==> src/rtl/fault_guard_pkg.sv <==
package fault_guard_pkg;

  localparam int unsigned SYNC_STAGES = 2;

  // Synchronized view of the supervisor inputs
  typedef struct packed {
    logic oc_any;
    logic hot;
    logic uv;
    logic rpin_n;
    logic slp_n;
    logic pwr;
  } guard_in_t;

endpackage

==> src/rtl/fg_reset_sync.sv <==
module fg_reset_sync #(
  parameter int unsigned STAGES = 2
) (
  input  logic clk,
  input  logic arst_n,
  output logic srst_n
);

  logic [STAGES-1:0] chain_q;
  logic [STAGES-1:0] chain_d;

  always_comb begin
    chain_d = {chain_q[STAGES-2:0], 1'b1};
  end

  always_ff @(posedge clk or negedge arst_n) begin
    if (!arst_n) chain_q <= '0;
    else         chain_q <= chain_d;
  end

  assign srst_n = chain_q[STAGES-1];

endmodule

==> src/rtl/fg_sync_bank.sv <==
module fg_sync_bank #(
  parameter int unsigned WIDTH  = 1,
  parameter int unsigned STAGES = 2
) (
  input  logic             clk,
  input  logic             rst_n,
  input  logic [WIDTH-1:0] d_i,
  output logic [WIDTH-1:0] q_o
);

  logic [STAGES-1:0][WIDTH-1:0] pipe_q;
  logic [STAGES-1:0][WIDTH-1:0] pipe_d;

  always_comb begin
    pipe_d[0] = d_i;
    for (int s = 1; s < STAGES; s++) pipe_d[s] = pipe_q[s-1];
  end

  always_ff @(posedge clk or negedge rst_n) begin
    if (!rst_n) pipe_q <= '0;
    else        pipe_q <= pipe_d;
  end

  assign q_o = pipe_q[STAGES-1];

endmodule

==> src/rtl/fg_oc_qualifier.sv <==
module fg_oc_qualifier #(
  parameter int unsigned QUAL_CYCLES = 750
) (
  input  logic clk,
  input  logic rst_n,
  input  logic oc_any,
  output logic trip
);

  localparam int unsigned CW = $clog2(QUAL_CYCLES + 1);
  localparam logic [CW-1:0] LAST = CW'(QUAL_CYCLES - 1);

  logic [CW-1:0] cnt_q;
  logic [CW-1:0] cnt_d;
  logic          cnt_en;

  assign trip   = oc_any && (cnt_q == LAST);
  assign cnt_en = !oc_any || (cnt_q != LAST);

  always_comb begin
    cnt_d = cnt_q;
    if (!oc_any)             cnt_d = '0;
    else if (cnt_q != LAST)  cnt_d = cnt_q + 1'b1;
  end

  always_ff @(posedge clk or negedge rst_n) begin
    if (!rst_n)      cnt_q <= '0;
    else if (cnt_en) cnt_q <= cnt_d;
  end

  // a cycle with no overcurrent restarts the persistence count
  p_count_restart_r2: assert property (@(posedge clk) disable iff (!rst_n)
    !oc_any |=> (cnt_q == '0));

  // a trip can only start after overcurrent was already present
  p_trip_persist_r1: assert property (@(posedge clk) disable iff (!rst_n)
    $rose(trip) |-> $past(oc_any));

endmodule

==> src/rtl/fg_fault_latch.sv <==
module fg_fault_latch (
  input  logic clk,
  input  logic rst_n,
  input  logic set_i,
  input  logic clr_i,
  output logic flag_o
);

  logic flag_d;

  always_comb begin
    flag_d = flag_o;
    if (set_i)      flag_d = 1'b1;
    else if (clr_i) flag_d = 1'b0;
  end

  always_ff @(posedge clk or negedge rst_n) begin
    if (!rst_n) flag_o <= 1'b0;
    else        flag_o <= flag_d;
  end

  // a set request wins over a simultaneous clear
  p_set_wins_r8: assert property (@(posedge clk) disable iff (!rst_n)
    set_i |=> flag_o);

endmodule

==> src/rtl/bridge_fault_guard.sv <==
module bridge_fault_guard #(
  parameter int unsigned NUM_BRIDGES = 4,
  parameter int unsigned QUAL_CYCLES = 750
) (
  input  logic                   clk,
  input  logic                   rst_n,
  input  logic [NUM_BRIDGES-1:0] oc_limit,
  input  logic                   over_temp,
  input  logic                   supply_low,
  input  logic                   reset_pin_n,
  input  logic                   sleep_pin_n,
  input  logic                   power_on,
  output logic                   drv_off,
  output logic                   pump_off,
  output logic                   cmd_reset,
  output logic                   ocp_fault,
  output logic                   therm_fault,
  output logic                   uv_now
);

  import fault_guard_pkg::*;

  localparam int unsigned SW = NUM_BRIDGES + 5;

  logic          srst_n;
  logic [SW-1:0] raw_in;
  logic [SW-1:0] syn_in;
  guard_in_t     gi;
  logic          oc_trip;
  logic          gate_off;

  fg_reset_sync #(.STAGES(SYNC_STAGES)) u_rst (
    .clk    (clk),
    .arst_n (rst_n),
    .srst_n (srst_n)
  );

  assign raw_in = {power_on, sleep_pin_n, reset_pin_n, supply_low, over_temp, oc_limit};

  fg_sync_bank #(.WIDTH(SW), .STAGES(SYNC_STAGES)) u_sync (
    .clk   (clk),
    .rst_n (srst_n),
    .d_i   (raw_in),
    .q_o   (syn_in)
  );

  always_comb begin
    gi.oc_any = |syn_in[NUM_BRIDGES-1:0];
    gi.hot    = syn_in[NUM_BRIDGES];
    gi.uv     = syn_in[NUM_BRIDGES+1];
    gi.rpin_n = syn_in[NUM_BRIDGES+2];
    gi.slp_n  = syn_in[NUM_BRIDGES+3];
    gi.pwr    = syn_in[NUM_BRIDGES+4];
  end

  fg_oc_qualifier #(.QUAL_CYCLES(QUAL_CYCLES)) u_qual (
    .clk    (clk),
    .rst_n  (srst_n),
    .oc_any (gi.oc_any),
    .trip   (oc_trip)
  );

  fg_fault_latch u_ocp_latch (
    .clk    (clk),
    .rst_n  (srst_n),
    .set_i  (oc_trip),
    .clr_i  (gi.pwr),
    .flag_o (ocp_fault)
  );

  fg_fault_latch u_hot_latch (
    .clk    (clk),
    .rst_n  (srst_n),
    .set_i  (gi.hot),
    .clr_i  (gi.pwr && !gi.hot),
    .flag_o (therm_fault)
  );

  assign gate_off  = !gi.rpin_n || !gi.slp_n || gi.uv;
  assign drv_off   = gate_off || ocp_fault || therm_fault;
  assign pump_off  = gate_off;
  assign cmd_reset = gi.uv || !gi.rpin_n;
  assign uv_now    = gi.uv;

  // overcurrent shutdown holds until a power-on event
  p_ocp_hold_r3: assert property (@(posedge clk) disable iff (!srst_n)
    (ocp_fault && !gi.pwr) |=> ocp_fault);

  // thermal shutdown cannot clear while the die is hot
  p_hot_hold_r4: assert property (@(posedge clk) disable iff (!srst_n)
    (therm_fault && gi.hot) |=> therm_fault);

  // undervoltage shuts down drivers and pump and resets commands
  p_uv_shutdown_r5: assert property (@(posedge clk) disable iff (!srst_n)
    gi.uv |-> (drv_off && pump_off && cmd_reset));

  // sleep alone never requests a command reset
  p_sleep_no_reset_r7: assert property (@(posedge clk) disable iff (!srst_n)
    (!gi.slp_n && gi.rpin_n && !gi.uv) |-> (!cmd_reset && pump_off));

  // latched faults leave the charge pump running
  p_pump_free_r10: assert property (@(posedge clk) disable iff (!srst_n)
    (gi.rpin_n && gi.slp_n && !gi.uv) |-> !pump_off);

endmodule

==> config.mk <==
export PLATFORM = sky130hd
export DESIGN_NAME = bridge_fault_guard
export DESIGN_NICKNAME = d
export VERILOG_FILES = /design/src/rtl/fault_guard_pkg.sv /design/src/rtl/fg_reset_sync.sv /design/src/rtl/fg_sync_bank.sv /design/src/rtl/fg_oc_qualifier.sv /design/src/rtl/fg_fault_latch.sv /design/src/rtl/bridge_fault_guard.sv
export SDC_FILE = /design/constraint.sdc
export NUM_CORES = 1
export LEC_CHECK = 0
export ABC_AREA = 1
export CORE_MARGIN = 5
export CORE_UTILIZATION = 40
export DETAILED_ROUTE_END_ITERATION = 8
export DONT_BUFFER_PORTS = 1
export GPL_TIMING_DRIVEN = 0
export PLACE_DENSITY = 0.6
export SYNTH_ARGS = -nofsm -noshare
export SYNTH_HDL_FRONTEND = slang
export SYNTH_HIERARCHICAL = 1
export SYNTH_SLANG_ARGS = --single-unit
==> constraint.sdc <==
create_clock -name clk -period 1.5 [get_ports clk]
set_input_delay 0.15 -clock clk [delete_from_list [all_inputs] [get_ports clk]]
set_output_delay 0.15 -clock clk [all_outputs]
set_load 0.01 [all_outputs]
==> report_table.html, run 1 <==
<table>
<tr><th>Metric</th><th>Value</th></tr>
<tr><th colspan="2">Timing</th></tr>
<tr><td>Final Hold Viols</td><td>0</td></tr>
<tr><td>Maximum clock frequency</td><td>~770 MHz</td></tr>
<tr><td>Worst max-slew margin expressed relative to the limit</td><td>23.6%</td></tr>
<tr><td>Worst-case setup margin in the final layout</td><td>0.197 ns</td></tr>
<tr><td>Share of the clock period used by the worst path</td><td>between 80% and 90%</td></tr>
<tr><td>RSZ-0062 raised after global routing</td><td>no</td></tr>
<tr><td>Worst setup skew after layout</td><td>about 0.016 ns</td></tr>
<tr><td>Minimum hold slack</td><td>0.0293 ns</td></tr>
<tr><td>Shortest period the worst path allows</td><td>~1.3 ns</td></tr>
<tr><td>Final max-slew violation count</td><td>0</td></tr>
<tr><td>Slew @ Worst Pin</td><td>between 1 and 1.5 ns</td></tr>
<tr><td># setup viols final</td><td>0</td></tr>
<tr><td>Setup TNS</td><td>0 ns</td></tr>
<tr><th colspan="2">Synthesis</th></tr>
<tr><td>Leading cell type by number of instances after synthesis</td><td>sky130_fd_sc_hd__dfrtp_1</td></tr>
<tr><td>Synthesized area</td><td>around 1300 um2</td></tr>
<tr><td>Average cell area after synthesis</td><td>around 9.7 um2</td></tr>
<tr><td>Seq cells post-synth</td><td>32</td></tr>
<tr><td>Top-area cell type share of the netlist area</td><td>63.1%</td></tr>
<tr><td>FFs w/ async S/R, synth</td><td>100%</td></tr>
<tr><td>Post-synth EDFFs</td><td>0</td></tr>
<tr><td>Cell count after synthesis</td><td>approximately 130</td></tr>
<tr><td>Dominant register cell in the synthesized netlist</td><td>sky130_fd_sc_hd__dfrtp_1</td></tr>
<tr><td>Leading cell types by count after synthesis</td><td>sky130_fd_sc_hd__dfrtp_1, sky130_fd_sc_hd__nand2_1, sky130_fd_sc_hd__inv_1, sky130_fd_sc_hd__nor2_1, sky130_fd_sc_hd__nand3_1</td></tr>
<tr><td>Count of synthesis-stage warnings from yosys</td><td>6</td></tr>
<tr><td>Synthesized net count</td><td>between 100 and 150</td></tr>
<tr><td>Sequential cell area fraction in the yosys report</td><td>between 60% and 70%</td></tr>
<tr><td>Cell types with the largest area share after synthesis</td><td>sky130_fd_sc_hd__dfrtp_1, sky130_fd_sc_hd__nand2_1, sky130_fd_sc_hd__inv_1</td></tr>
<tr><td>Number of different library cells in the post-synthesis netlist</td><td>18</td></tr>
<tr><td>Most area-hungry cell type in the Yosys netlist</td><td>sky130_fd_sc_hd__dfrtp_1</td></tr>
<tr><th colspan="2">Clocking</th></tr>
<tr><td>Buffer type at the clock tree root</td><td>sky130_fd_sc_hd__clkbuf_4</td></tr>
<tr><td>TritonCTS clock tree</td><td>done</td></tr>
<tr><td>Post-CTS resize count</td><td>0</td></tr>
<tr><td>Maximum level of the CTS H-tree</td><td>2</td></tr>
<tr><td>Number of buffers inserted to repair setup after CTS</td><td>0</td></tr>
<tr><td>Cts hold-fix bufs</td><td>10</td></tr>
<tr><td>Clk Latency, worst-skew pair</td><td>approximately 0.34 ns</td></tr>
<tr><td>Clock buffers created by TritonCTS</td><td>5</td></tr>
<tr><td>Clock-pin slew reported for the worst setup and hold paths after clock tree synthesis</td><td>around 0.11 ns</td></tr>
<tr><td>Number of buffers on the longest clock path</td><td>2</td></tr>
<tr><td>Sink count of the clock tree</td><td>32</td></tr>
<tr><th colspan="2">Setup path</th></tr>
<tr><td>Delay of the slowest critical-path stage</td><td>0.44 ns</td></tr>
<tr><td>Crit path buffers/inverters</td><td>2</td></tr>
<tr><td>Worst-path cell with the longest stage delay</td><td>sky130_fd_sc_hd__dfrtp_1</td></tr>
<tr><td>Startpoint type of the worst setup path</td><td>register</td></tr>
<tr><td>Worst-path maximum fanout</td><td>4</td></tr>
<tr><td>Kind of critical path</td><td>reg -&gt; reg</td></tr>
<tr><td>Required time of the critical path</td><td>1.73 ns</td></tr>
<tr><td>Cell type group with the largest total delay on the critical path</td><td>simple AND/OR/NAND/NOR gates</td></tr>
<tr><td>Endpoint arrival time on the critical path</td><td>between 1.5 and 2 ns</td></tr>
<tr><td>Capturing element type of the critical path</td><td>register</td></tr>
<tr><td>Critical-path cell list</td><td>inv_1 -&gt; ha_1 -&gt; inv_1 -&gt; nor2_1 -&gt; nand4_1 -&gt; nand2_1 -&gt; nand2_1</td></tr>
<tr><th colspan="2">Route</th></tr>
<tr><td>Iteration count of the initial detailed-routing pass</td><td>4</td></tr>
<tr><td>Vias post-DR</td><td>roughly 880</td></tr>
<tr><td>Detail-routed net length per standard cell</td><td>about 11 um</td></tr>
<tr><td>Detailed-route DRC error count</td><td>0</td></tr>
<tr><td>Post-DRT Antenna Nets</td><td>0</td></tr>
<tr><td>Vias per Instance</td><td>roughly 4.6</td></tr>
<tr><td>Total wirelength of the detailed-routed design</td><td>2030 um</td></tr>
<tr><td>Initial DRC count</td><td>28</td></tr>
<tr><th colspan="2">Global routing</th></tr>
<tr><td>First-pass GRT wire length</td><td>~3700 um</td></tr>
<tr><td>Number of global-route vias before repair</td><td>886</td></tr>
<tr><td>Antenna violations before repair</td><td>0</td></tr>
<tr><td>Maximum number of pins on one net before global-route repair</td><td>31</td></tr>
<tr><td>Residual overflow from global routing</td><td>0</td></tr>
<tr><td>Global router's overall resource usage</td><td>between 10 and 15%</td></tr>
<tr><th colspan="2">Worst hold path</th></tr>
<tr><td>Hold WC Path Type</td><td>in -&gt; async</td></tr>
<tr><th colspan="2">Layout</th></tr>
<tr><td>Post-route cell area</td><td>approximately 1500 um2</td></tr>
<tr><td>Final net count</td><td>161</td></tr>
<tr><td>Post-route non-filler standard cell count</td><td>193</td></tr>
<tr><td>Share of post-route cells with drive strength above 1</td><td>a little over an eighth</td></tr>
<tr><td>Final core utilization</td><td>just under 50%</td></tr>
<tr><td>Area growth from synthesis to layout</td><td>18.5%</td></tr>
<tr><td>Number of antenna repair diodes</td><td>0</td></tr>
<tr><th colspan="2">Pwr</th></tr>
<tr><td>Total design power</td><td>roughly 2.1 mW</td></tr>
<tr><td>Leakage dissipation</td><td>roughly 0.74 nW</td></tr>
<tr><td>Largest vdd supply drop</td><td>0.686 mV</td></tr>
<tr><td>Total power density per cell area</td><td>around 1400 nW/um2</td></tr>
<tr><th colspan="2">Status</th></tr>
<tr><td>Run status</td><td>finished clean</td></tr>
<tr><th colspan="2">Place</th></tr>
<tr><td>Instance count after placement with tap cells included</td><td>roughly 180</td></tr>
<tr><td>Buffers added on ports</td><td>0</td></tr>
<tr><td>DP Wirelength</td><td>between 1000 and 1500 um</td></tr>
<tr><td>Dpl ws</td><td>slightly above 0.2 ns</td></tr>
<tr><td>Global placement routability congestion</td><td>around 0.85</td></tr>
<tr><td>Area after DPL</td><td>around 1300 um2</td></tr>
<tr><th colspan="2">Die</th></tr>
<tr><td>Core Region</td><td>3050 um2</td></tr>
<tr><td>Standard-cell rows</td><td>20</td></tr>
<tr><td>I/O pin count</td><td>17</td></tr>
<tr><td>Initial Util</td><td>~42%</td></tr>
<tr><td>Die height</td><td>approximately 66 um</td></tr>
<tr><td>Die boundary width</td><td>between 60 and 70 um</td></tr>
<tr><td>Die footprint</td><td>4400 um2</td></tr>
<tr><th colspan="2">Run</th></tr>
<tr><td>Max-cap check violation count</td><td>0</td></tr>
</table>
placed cells by master, fill, tap and decap left out, drive strengths merged, types with 2 or more instances in the layout:
cell,count
dfrtp,32
nand2,32
nor2,23
inv,21
dlygate4sd3,10
nand3,8
clkbuf,5
nand4,4
a21oi,2
o21ai,2
ha,2
metal layers:
| metal | vias to the layer above | GRT usage [%] | share of wire (%) |
|---|---|---|---|
| met4 | 0 | 5.84 | 1.9 |
| met5 | - | 0 | 0 |
| li1 | 429 | - | - |
| met3 | 5 | 5.10 | 4.9 |
| met2 | 15 | 19.5 | 52 |
| met1 | 434 | 12.2 | 42 |
sequential cells by signal (all words and copies together), names as in the netlist:
register,cells
u_sync/q_o,9
u_rst/chain_q,2
u_qual/cnt_q,10
u_ocp_latch/flag_o,1
u_sync/pipe_d,9
u_hot_latch/flag_o,1
final cells by class:
class                   instances  area [um2]
repair buffers                 10         100
plain buffers                   1        5.00
flip-flops and latches         32         801
clock buffers                   5        37.5
inverters                      21        78.8
multi-input cells              77         384
well taps                      44        55.1
fillers                       292        1550
clock inverters                 3        42.5
final timing paths:
path | endpoint | slack, ns | startpoint | depth (start not counted)
worst max-delay path | u_qual/cnt_q[1]$_DFFE_PN0P_ | 0.20 | u_qual/cnt_q[1]$_DFFE_PN0P_ | 7
worst min register to register | u_rst/chain_q[1]$_DFF_PN0_ | 0.34 | u_rst/chain_q[0]$_DFF_PN0_ | 0
worst min-delay path | u_rst/chain_q[1]$_DFF_PN0_ | 0.03 | rst_n | 1
min in group clk | u_rst/chain_q[1]$_DFF_PN0_ | 0.34 | u_rst/chain_q[0]$_DFF_PN0_ | 0
worst max register to register | u_qual/cnt_q[1]$_DFFE_PN0P_ | 0.20 | u_qual/cnt_q[1]$_DFFE_PN0P_ | 7
max in group asynchronous | u_sync/pipe_d[9]$_DFF_PN0_ | 0.31 | u_rst/chain_q[1]$_DFF_PN0_ | 0
cell families (layout without fill, tap and decap cells):
logic type | Yosys count | count (layout) | share of synthesized area (%)
AND/OR/NAND/NOR | 68 | 68 | 25.2
flip-flops | 32 | 32 | 63.1
buffers and inverters | 22 | 40 | 6.61
AO/OA/AOI/OAI | 5 | 5 | 2.07
adder cells (fa/ha/maj) | 2 | 2 | 1.97
other | 1 | 1 | 0.296
XOR/XNOR | 1 | 1 | 0.690
report_power, final:
group	total (mW)	switching [mW]	internal (mW)
Clock	0.638	0.291	0.347
Combinational	0.339	0.200	0.139
Sequential	1.09	0.122	0.971
Power figures use the tool's default switching activity.
==> inputs of run 2 (changes only) <==
- SETUP_SLACK_MARGIN: unset -> 0.4
==> run 2 against run 1 <==
  * Total power increased by 9.1%
  * Core utilization increased by 4.0 points
  * Clock skew decreased by 0.00065 ns
  * Sequential cell count unchanged
  * Global-route usage increased by 0.68 points
  * Routed wire length increased by 7.8%
  * Register-to-register slack improved by 0.06 ns
  * Sequential power about the same
  * Count of clock-buffer cells in the layout unchanged
  * Fmax increased by 5.0%
  * Combinational power increased by 52%
  * Critical endpoint is now u_qual/cnt_q[3]$_DFFE_PN0P_
==> report_table.html, run 2 (same netlist as run 1, synthesis figures left out) <==
<table>
<tr><th>Metric</th><th>Value</th></tr>
<tr><th colspan="2">Status</th></tr>
<tr><td>Run status</td><td>finished clean</td></tr>
<tr><th colspan="2">Route</th></tr>
<tr><td>Vias post-DR</td><td>913</td></tr>
<tr><td>Iteration count of the initial detailed-routing pass</td><td>4</td></tr>
<tr><td>Detailed-route DRC error count</td><td>0</td></tr>
<tr><td>Detail-routed net length per standard cell</td><td>between 10 and 15 um</td></tr>
<tr><td>Post-DRT Antenna Nets</td><td>0</td></tr>
<tr><td>Total wirelength of the detailed-routed design</td><td>roughly 2200 um</td></tr>
<tr><td>Vias per Instance</td><td>between 4 and 5</td></tr>
<tr><td>Initial DRC count</td><td>28</td></tr>
<tr><th colspan="2">Die</th></tr>
<tr><td>Die height</td><td>~66 um</td></tr>
<tr><td>Core Region</td><td>roughly 3100 um2</td></tr>
<tr><td>Standard-cell rows</td><td>20</td></tr>
<tr><td>Die footprint</td><td>approximately 4400 um2</td></tr>
<tr><td>Initial Util</td><td>41.6%</td></tr>
<tr><td>I/O pin count</td><td>17</td></tr>
<tr><td>Die boundary width</td><td>66.3 um</td></tr>
<tr><th colspan="2">Pwr</th></tr>
<tr><td>Part of the power in the clock network</td><td>about 28%</td></tr>
<tr><td>Cell internal pwr</td><td>between 1.5 and 2 mW</td></tr>
<tr><td>Leakage dissipation</td><td>0.767 nW</td></tr>
<tr><td>Total power density per cell area</td><td>1390 nW/um2</td></tr>
<tr><td>Net switching component of the power</td><td>slightly below 0.7 mW</td></tr>
<tr><td>Part of the total power dissipated in sequential elements</td><td>48.9%</td></tr>
<tr><td>Largest vdd supply drop</td><td>between 0.7 and 0.8 mV</td></tr>
<tr><td>Sw frac</td><td>30.4%</td></tr>
<tr><td>Comb pwr share</td><td>a little under a quarter</td></tr>
<tr><th colspan="2">Clocking</th></tr>
<tr><td>Clock-pin slew reported for the worst setup and hold paths after clock tree synthesis</td><td>approximately 0.10 ns</td></tr>
<tr><td>Clk Latency, worst-skew pair</td><td>0.33 ns</td></tr>
<tr><td>Buffer type at the clock tree root</td><td>sky130_fd_sc_hd__clkbuf_4</td></tr>
<tr><td>Number of buffers on the longest clock path</td><td>2</td></tr>
<tr><td>Sink count of the clock tree</td><td>32</td></tr>
<tr><td>Maximum level of the CTS H-tree</td><td>2</td></tr>
<tr><td>TritonCTS clock tree</td><td>done</td></tr>
<tr><td>Clock buffers created by TritonCTS</td><td>5</td></tr>
<tr><th colspan="2">Layout</th></tr>
<tr><td>Area growth from synthesis to layout</td><td>28.2%</td></tr>
<tr><td>Final net count</td><td>roughly 170</td></tr>
<tr><td>Multi-input logic area</td><td>about 440 um2</td></tr>
<tr><td>Top reg by flops</td><td>u_qual/cnt_q</td></tr>
<tr><td>Number of antenna repair diodes</td><td>0</td></tr>
<tr><td>Combined flip-flop and latch cell area</td><td>around 800 um2</td></tr>
<tr><td>Number of fillers in the final layout</td><td>approximately 290</td></tr>
<tr><td>Final core utilization</td><td>roughly 53%</td></tr>
<tr><td>Share of post-route cells with drive strength above 1</td><td>between 30% and 40%</td></tr>
<tr><td>Flip-flop count of the largest register after layout</td><td>10</td></tr>
<tr><td>Commonest cells after routing, fill and taps aside</td><td>sky130_fd_sc_hd__nand2_1, sky130_fd_sc_hd__dfrtp_1, sky130_fd_sc_hd__inv_1</td></tr>
<tr><th colspan="2">Place</th></tr>
<tr><td>Buffers added on ports</td><td>0</td></tr>
<tr><td>Global placement routability congestion</td><td>0.845</td></tr>
<tr><td>DP Wirelength</td><td>~1500 um</td></tr>
<tr><td>Dpl ws</td><td>~0.2 ns</td></tr>
<tr><th colspan="2">Setup path</th></tr>
<tr><td>Delay of the slowest critical-path stage</td><td>0.45 ns</td></tr>
<tr><td>RR Startpoint</td><td>u_qual/cnt_q[1]$_DFFE_PN0P_</td></tr>
<tr><td>Worst-path cell with the longest stage delay</td><td>sky130_fd_sc_hd__dfrtp_2</td></tr>
<tr><td>Crit path buffers/inverters</td><td>3</td></tr>
<tr><td>Capturing element type of the critical path</td><td>register</td></tr>
<tr><td>Critical-path cell list</td><td>buf_4 -&gt; buf_6 -&gt; nand3_4 -&gt; inv_2 -&gt; or2_4 -&gt; nand3_2 -&gt; nand2_1</td></tr>
<tr><td>Critical path origin</td><td>u_qual/cnt_q[1]$_DFFE_PN0P_</td></tr>
<tr><td>Endpoint arrival time on the critical path</td><td>roughly 1.5 ns</td></tr>
<tr><td>Required time of the critical path</td><td>roughly 1.7 ns</td></tr>
<tr><td>Worst-path maximum fanout</td><td>4</td></tr>
<tr><td>Startpoint type of the worst setup path</td><td>register</td></tr>
<tr><td>Cell type group with the largest total delay on the critical path</td><td>flip-flops</td></tr>
<tr><td>Kind of critical path</td><td>reg -&gt; reg</td></tr>
<tr><th colspan="2">Timing</th></tr>
<tr><td>Setup TNS</td><td>0 ns</td></tr>
<tr><td>Worst-case setup margin in the final layout</td><td>approximately 0.26 ns</td></tr>
<tr><td>Slew @ Worst Pin</td><td>0.621 ns</td></tr>
<tr><td>Shortest period the worst path allows</td><td>1.24 ns</td></tr>
<tr><td>Maximum clock frequency</td><td>slightly above 800 MHz</td></tr>
<tr><td>Worst max-slew margin expressed relative to the limit</td><td>between 50% and 60%</td></tr>
<tr><td>Final max-slew violation count</td><td>0</td></tr>
<tr><td>RSZ-0062 raised after global routing</td><td>yes</td></tr>
<tr><td>Share of the clock period used by the worst path</td><td>approximately 83%</td></tr>
<tr><td># setup viols final</td><td>0</td></tr>
<tr><td>Worst setup skew after layout</td><td>0.0155 ns</td></tr>
<tr><td>Final Hold Viols</td><td>0</td></tr>
<tr><th colspan="2">Global routing</th></tr>
<tr><td>Residual overflow from global routing</td><td>0</td></tr>
<tr><td>First-pass GRT wire length</td><td>roughly 4000 um</td></tr>
<tr><td>Global router's overall resource usage</td><td>between 10% and 20%</td></tr>
<tr><td>Antenna violations before repair</td><td>0</td></tr>
<tr><td>Number of global-route vias before repair</td><td>a little over 900</td></tr>
<tr><td>Maximum number of pins on one net before global-route repair</td><td>31</td></tr>
<tr><th colspan="2">Worst hold path</th></tr>
<tr><td>Hold WC Path Type</td><td>in -&gt; async</td></tr>
<tr><th colspan="2">Run</th></tr>
<tr><td>Max-cap check violation count</td><td>0</td></tr>
</table>
run 2: final cells by class:
class,instances,area share [%]
sequential,32,49.5
clock buffer,5,2.31
inverter,21,5.08
clock inverter,3,2.62
tap,44,3.38
buffer,1,0.462
multi-input combinational,77,26.8
timing repair buffer,17,9.85
run 2: power by group through the flow:
stage	Sequential [mW]	Combinational, mW	Clock, mW
6_report	1.10	0.515	0.640
5_1_grt	1.12	0.581	0.720
4_1_cts	1.10	0.459	0.668
3_5_place_dp	1.11	0.318	0
3_3_place_gp	1.11	0.305	0
2_1_floorplan	1.08	0.269	0
run 2: final timing paths:
kind | cells past startpoint | slack [ns] | to
max | 7 | 0.26 | u_qual/cnt_q[3]$_DFFE_PN0P_
min | 1 | 0.03 | u_rst/chain_q[1]$_DFF_PN0_
max reg2reg | 7 | 0.26 | u_qual/cnt_q[3]$_DFFE_PN0P_
min reg2reg | 0 | 0.29 | u_qual/cnt_q[6]$_DFFE_PN0P_
max in group asynchronous | 0 | 0.76 | u_qual/cnt_q[0]$_DFFE_PN0P_
min in group clk | 0 | 0.34 | u_rst/chain_q[1]$_DFF_PN0_
run 2: layer usage:
metal  vias up  GRT usage (%)  share of wire, %  routed length [um]
li1        446              -                 -                   -
met1       449           12.5                40                 882
met2        13           21.7                54                1170
met3         5           5.10               4.4                  96
met4         0           5.33               1.7                  38
met5         -              0                 0                   0
run 2: timing repair:
| item | CTS | global route |
|---|---|---|
| endpoints found under the setup margin | 41 | 14 |
| pin swaps | 5 | 3 |
| setup buffers | 4 | 3 |
| resized for setup | 15 | 13 |
| hold buffers | 10 | 0 |
| hold endpoints to repair | 11 | 0 |
run 2: per-stage QoR:
stage	power [mW]	cells	area [um2]	hold WS [ns]
2_1_floorplan	1.35	131	1270	-0.146
3_3_place_gp	1.41	175	1320	-0.146
3_5_place_dp	1.43	175	1320	-0.146
4_1_cts	2.23	197	1570	0.0184
5_1_grt	2.42	200	1630	0.0153
6_report	2.26	200	1630	0.0305
==> inputs of run 3 (changes only) <==
- clock period: 1.5 -> 1.3 ns (I/O delays scaled with it)
==> run 3 against run 2 <==
  * Via count increased by 0.88%
  * First-iteration DRC count increased by 43%
  * Combinational power increased by 17%
  * Critical path depth unchanged
  * Non-clock buffer count decreased by 1
  * Sequential share of layout area decreased by 0.53 points
  * Clock skew increased by 0.0025 ns
  * Die area unchanged
  * Register-to-register slack got worse by 0.18 ns
  * Worst setup slack got worse by 0.18 ns
  * Clock power increased by 30%
  * Critical path type unchanged
  * Critical endpoint is now u_qual/cnt_q[4]$_DFFE_PN0P_
  * Largest power group unchanged
==> report_table.html, run 3 (same netlist as run 1, synthesis figures left out) <==
<table>
<tr><th>Metric</th><th>Value</th></tr>
<tr><th colspan="2">Status</th></tr>
<tr><td>Run status</td><td>finished clean</td></tr>
<tr><th colspan="2">Global routing</th></tr>
<tr><td>Number of global-route vias before repair</td><td>950</td></tr>
<tr><td>GR Layer Usage met2</td><td>21.6%</td></tr>
<tr><td>Fraction of met3 tracks used by global routing</td><td>~4.6%</td></tr>
<tr><td>Busiest metal layer after global routing</td><td>met2</td></tr>
<tr><td>Maximum number of pins on one net before global-route repair</td><td>31</td></tr>
<tr><td>Residual overflow from global routing</td><td>0</td></tr>
<tr><td>Antenna violations before repair</td><td>0</td></tr>
<tr><td>Global router's overall resource usage</td><td>roughly an eighth</td></tr>
<tr><td>Met1 GRT Util</td><td>a little over an eighth</td></tr>
<tr><td>First-pass GRT wire length</td><td>4040 um</td></tr>
<tr><th colspan="2">Timing</th></tr>
<tr><td>RSZ-0062 raised after global routing</td><td>yes</td></tr>
<tr><td>Share of the clock period used by the worst path</td><td>94.3%</td></tr>
<tr><td>Worst setup skew after layout</td><td>around 0.018 ns</td></tr>
<tr><td>Worst-case setup margin in the final layout</td><td>0.0742 ns</td></tr>
<tr><td>Final Hold Viols</td><td>0</td></tr>
<tr><td>Slew @ Worst Pin</td><td>~0.63 ns</td></tr>
<tr><td>Maximum clock frequency</td><td>between 800 and 900 MHz</td></tr>
<tr><td>Final max-slew violation count</td><td>0</td></tr>
<tr><td>Shortest period the worst path allows</td><td>~1.2 ns</td></tr>
<tr><td># setup viols final</td><td>0</td></tr>
<tr><td>Worst max-slew margin expressed relative to the limit</td><td>between 50% and 60%</td></tr>
<tr><th colspan="2">Layout</th></tr>
<tr><td>Number of antenna repair diodes</td><td>0</td></tr>
<tr><td>Final net count</td><td>between 150 and 200</td></tr>
<tr><td>Flip-flop count of the largest register after layout</td><td>10</td></tr>
<tr><td>Area growth from synthesis to layout</td><td>29.8%</td></tr>
<tr><td>Top reg by flops</td><td>u_qual/cnt_q</td></tr>
<tr><td>Most common cell after layout, fill and taps aside</td><td>sky130_fd_sc_hd__nand2_1</td></tr>
<tr><td>Share of post-route cells with drive strength above 1</td><td>between 30% and 40%</td></tr>
<tr><td>Commonest cells after routing, fill and taps aside</td><td>sky130_fd_sc_hd__nand2_1, sky130_fd_sc_hd__dfrtp_1, sky130_fd_sc_hd__nor2_1</td></tr>
<tr><td>Number of fillers in the final layout</td><td>between 200 and 300</td></tr>
<tr><th colspan="2">Clocking</th></tr>
<tr><td>Clock buffers created by TritonCTS</td><td>5</td></tr>
<tr><td>Sink count of the clock tree</td><td>32</td></tr>
<tr><td>Clock-pin slew reported for the worst setup and hold paths after clock tree synthesis</td><td>between 0.1 and 0.15 ns</td></tr>
<tr><td>Buffer type at the clock tree root</td><td>sky130_fd_sc_hd__clkbuf_4</td></tr>
<tr><td>Clk Latency, worst-skew pair</td><td>0.32 ns</td></tr>
<tr><td>Number of buffers on the longest clock path</td><td>2</td></tr>
<tr><td>Maximum level of the CTS H-tree</td><td>2</td></tr>
<tr><td>TritonCTS clock tree</td><td>done</td></tr>
<tr><th colspan="2">Setup path</th></tr>
<tr><td>Required time of the critical path</td><td>between 1.5 and 2 ns</td></tr>
<tr><td>CP dominant cell by count</td><td>sky130_fd_sc_hd__inv_2</td></tr>
<tr><td>Delay of the slowest critical-path stage</td><td>about 0.46 ns</td></tr>
<tr><td>Worst-path maximum fanout</td><td>4</td></tr>
<tr><td>Worst-path cell with the longest stage delay</td><td>sky130_fd_sc_hd__dfrtp_2</td></tr>
<tr><td>Startpoint type of the worst setup path</td><td>register</td></tr>
<tr><td>Capturing element type of the critical path</td><td>register</td></tr>
<tr><td>Kind of critical path</td><td>reg -&gt; reg</td></tr>
<tr><td>Endpoint arrival time on the critical path</td><td>around 1.4 ns</td></tr>
<tr><td>Critical-path cell list</td><td>inv_2 -&gt; ha_4 -&gt; inv_2 -&gt; nor2_1 -&gt; nand4_1 -&gt; nand2_1 -&gt; inv_1</td></tr>
<tr><th colspan="2">Pwr</th></tr>
<tr><td>Leakage dissipation</td><td>around 0.78 nW</td></tr>
<tr><td>Total power density per cell area</td><td>1650 nW/um2</td></tr>
<tr><td>Largest vdd supply drop</td><td>about 0.81 mV</td></tr>
<tr><td>Total design power</td><td>around 2.7 mW</td></tr>
<tr><th colspan="2">Die</th></tr>
<tr><td>Die footprint</td><td>~4400 um2</td></tr>
<tr><td>Standard-cell rows</td><td>20</td></tr>
<tr><td>Die height</td><td>between 60 and 70 um</td></tr>
<tr><td>I/O pin count</td><td>17</td></tr>
<tr><td>Initial Util</td><td>about 42%</td></tr>
<tr><td>Die boundary width</td><td>roughly 66 um</td></tr>
<tr><td>Core Region</td><td>~3100 um2</td></tr>
<tr><th colspan="2">Run</th></tr>
<tr><td>Max-cap check violation count</td><td>0</td></tr>
<tr><th colspan="2">Place</th></tr>
<tr><td>Buffers added on ports</td><td>0</td></tr>
<tr><td>Dpl ws</td><td>about 0.079 ns</td></tr>
<tr><td>Global placement routability congestion</td><td>0.822</td></tr>
<tr><td>DP Wirelength</td><td>between 1000 and 1500 um</td></tr>
<tr><th colspan="2">Route</th></tr>
<tr><td>Vias post-DR</td><td>~920</td></tr>
<tr><td>Iteration count of the initial detailed-routing pass</td><td>4</td></tr>
<tr><td>Detail-routed net length per standard cell</td><td>roughly 11 um</td></tr>
<tr><td>Vias per Instance</td><td>4.63</td></tr>
<tr><td>Total wirelength of the detailed-routed design</td><td>~2200 um</td></tr>
<tr><td>Post-DRT Antenna Nets</td><td>0</td></tr>
<tr><td>Detailed-route DRC error count</td><td>0</td></tr>
<tr><td>Initial DRC count</td><td>40</td></tr>
<tr><th colspan="2">Worst hold path</th></tr>
<tr><td>Hold WC Path Type</td><td>in -&gt; async</td></tr>
</table>
run 3: cell count changes in the layout (fill, tap and decap cells not counted), moves of 2 or more:
cell | before | now
sky130_fd_sc_hd__clkbuf_8 | 0 | 2
sky130_fd_sc_hd__clkinvlp_4 | 2 | 0
sky130_fd_sc_hd__inv_1 | 15 | 13
sky130_fd_sc_hd__inv_4 | 0 | 2
sky130_fd_sc_hd__nor2_1 | 14 | 16
sky130_fd_sc_hd__nor2_2 | 7 | 5
run 3: path summary, 6_finish.rpt:
check	cells past startpoint	start	endpoint	slack, ns
min in group clk	0	u_sync/pipe_d[15]$_DFF_PN0_	u_sync/q_o[6]$_DFF_PN0_	0.34
worst min-delay path	1	rst_n	u_rst/chain_q[0]$_DFF_PN0_	0.04
worst max register to register	7	u_qual/cnt_q[1]$_DFFE_PN0P_	u_qual/cnt_q[4]$_DFFE_PN0P_	0.07
worst min register to register	0	u_rst/chain_q[1]$_DFF_PN0_	u_sync/q_o[6]$_DFF_PN0_	0.28
worst max-delay path	7	u_qual/cnt_q[1]$_DFFE_PN0P_	u_qual/cnt_q[4]$_DFFE_PN0P_	0.07
max in group asynchronous	0	u_rst/chain_q[1]$_DFF_PN0_	u_sync/q_o[5]$_DFF_PN0_	0.56
run 3: critical path: cells and delay by family, from the launching register on:
family                     cells  cell delay (ns)
adders and majority gates      1             0.13
buffers and inverters          3             0.15
DFF                            1             0.46
and+or+nand+nor                3             0.37
run 3: power breakdown:
part / switching [mW] / internal [mW] / total (mW)
combinational: 0.318 / 0.287 / 0.605
sequential: 0.160 / 1.13 / 1.29
clock: 0.322 / 0.511 / 0.832
total: 0.800 / 1.92 / 2.72
run 3: stage by stage:
| stage | instance area (um2) | setup TNS [ns] | utilization [%] | instances | hold slack (ns) |
|---|---|---|---|---|---|
| finish | 1650 | 0 | 53.9 | 199 | 0.0400 |
| floorplan | 1280 | 0 | - | 131 | -0.166 |
| detailed placement | 1330 | 0 | 43.6 | 175 | -0.166 |
| global placement | 1330 | 0 | 43.6 | 175 | -0.166 |
| CTS | 1600 | 0 | 52.3 | 198 | 0.0158 |
| global route | 1650 | -0.00847 | 53.9 | 199 | 0.00824 |
run 3: repair_timing:
action / CTS / global route
hold endpoints to repair: 11 / 0
setup buffers: 5 / 1
resized for setup: 12 / 14
pin swaps: 11 / 6
hold buffers: 10 / 0
endpoints found under the setup margin: 17 / 17
run 3: layer usage:
layer  vias to the layer above  share of wire (%)
met3                         2                3.9
met2                        17                 52
met1                       460                 43
li1                        442                  -
met5                         -                  0
met4                         0               0.95
run 3: area by class of cell:
cell class	count	area, um2	share of cell area, %
Buffer	1	5.00	0.304
Clock buffer	7	65.1	3.95
Clock inverter	1	30.0	1.82
Inverter	21	83.8	5.09
Multi-Input combinational cell	77	452	27.4
Sequential cell	32	807	49.0
Tap cell	44	55.1	3.34
Timing Repair Buffer	16	149	9.04
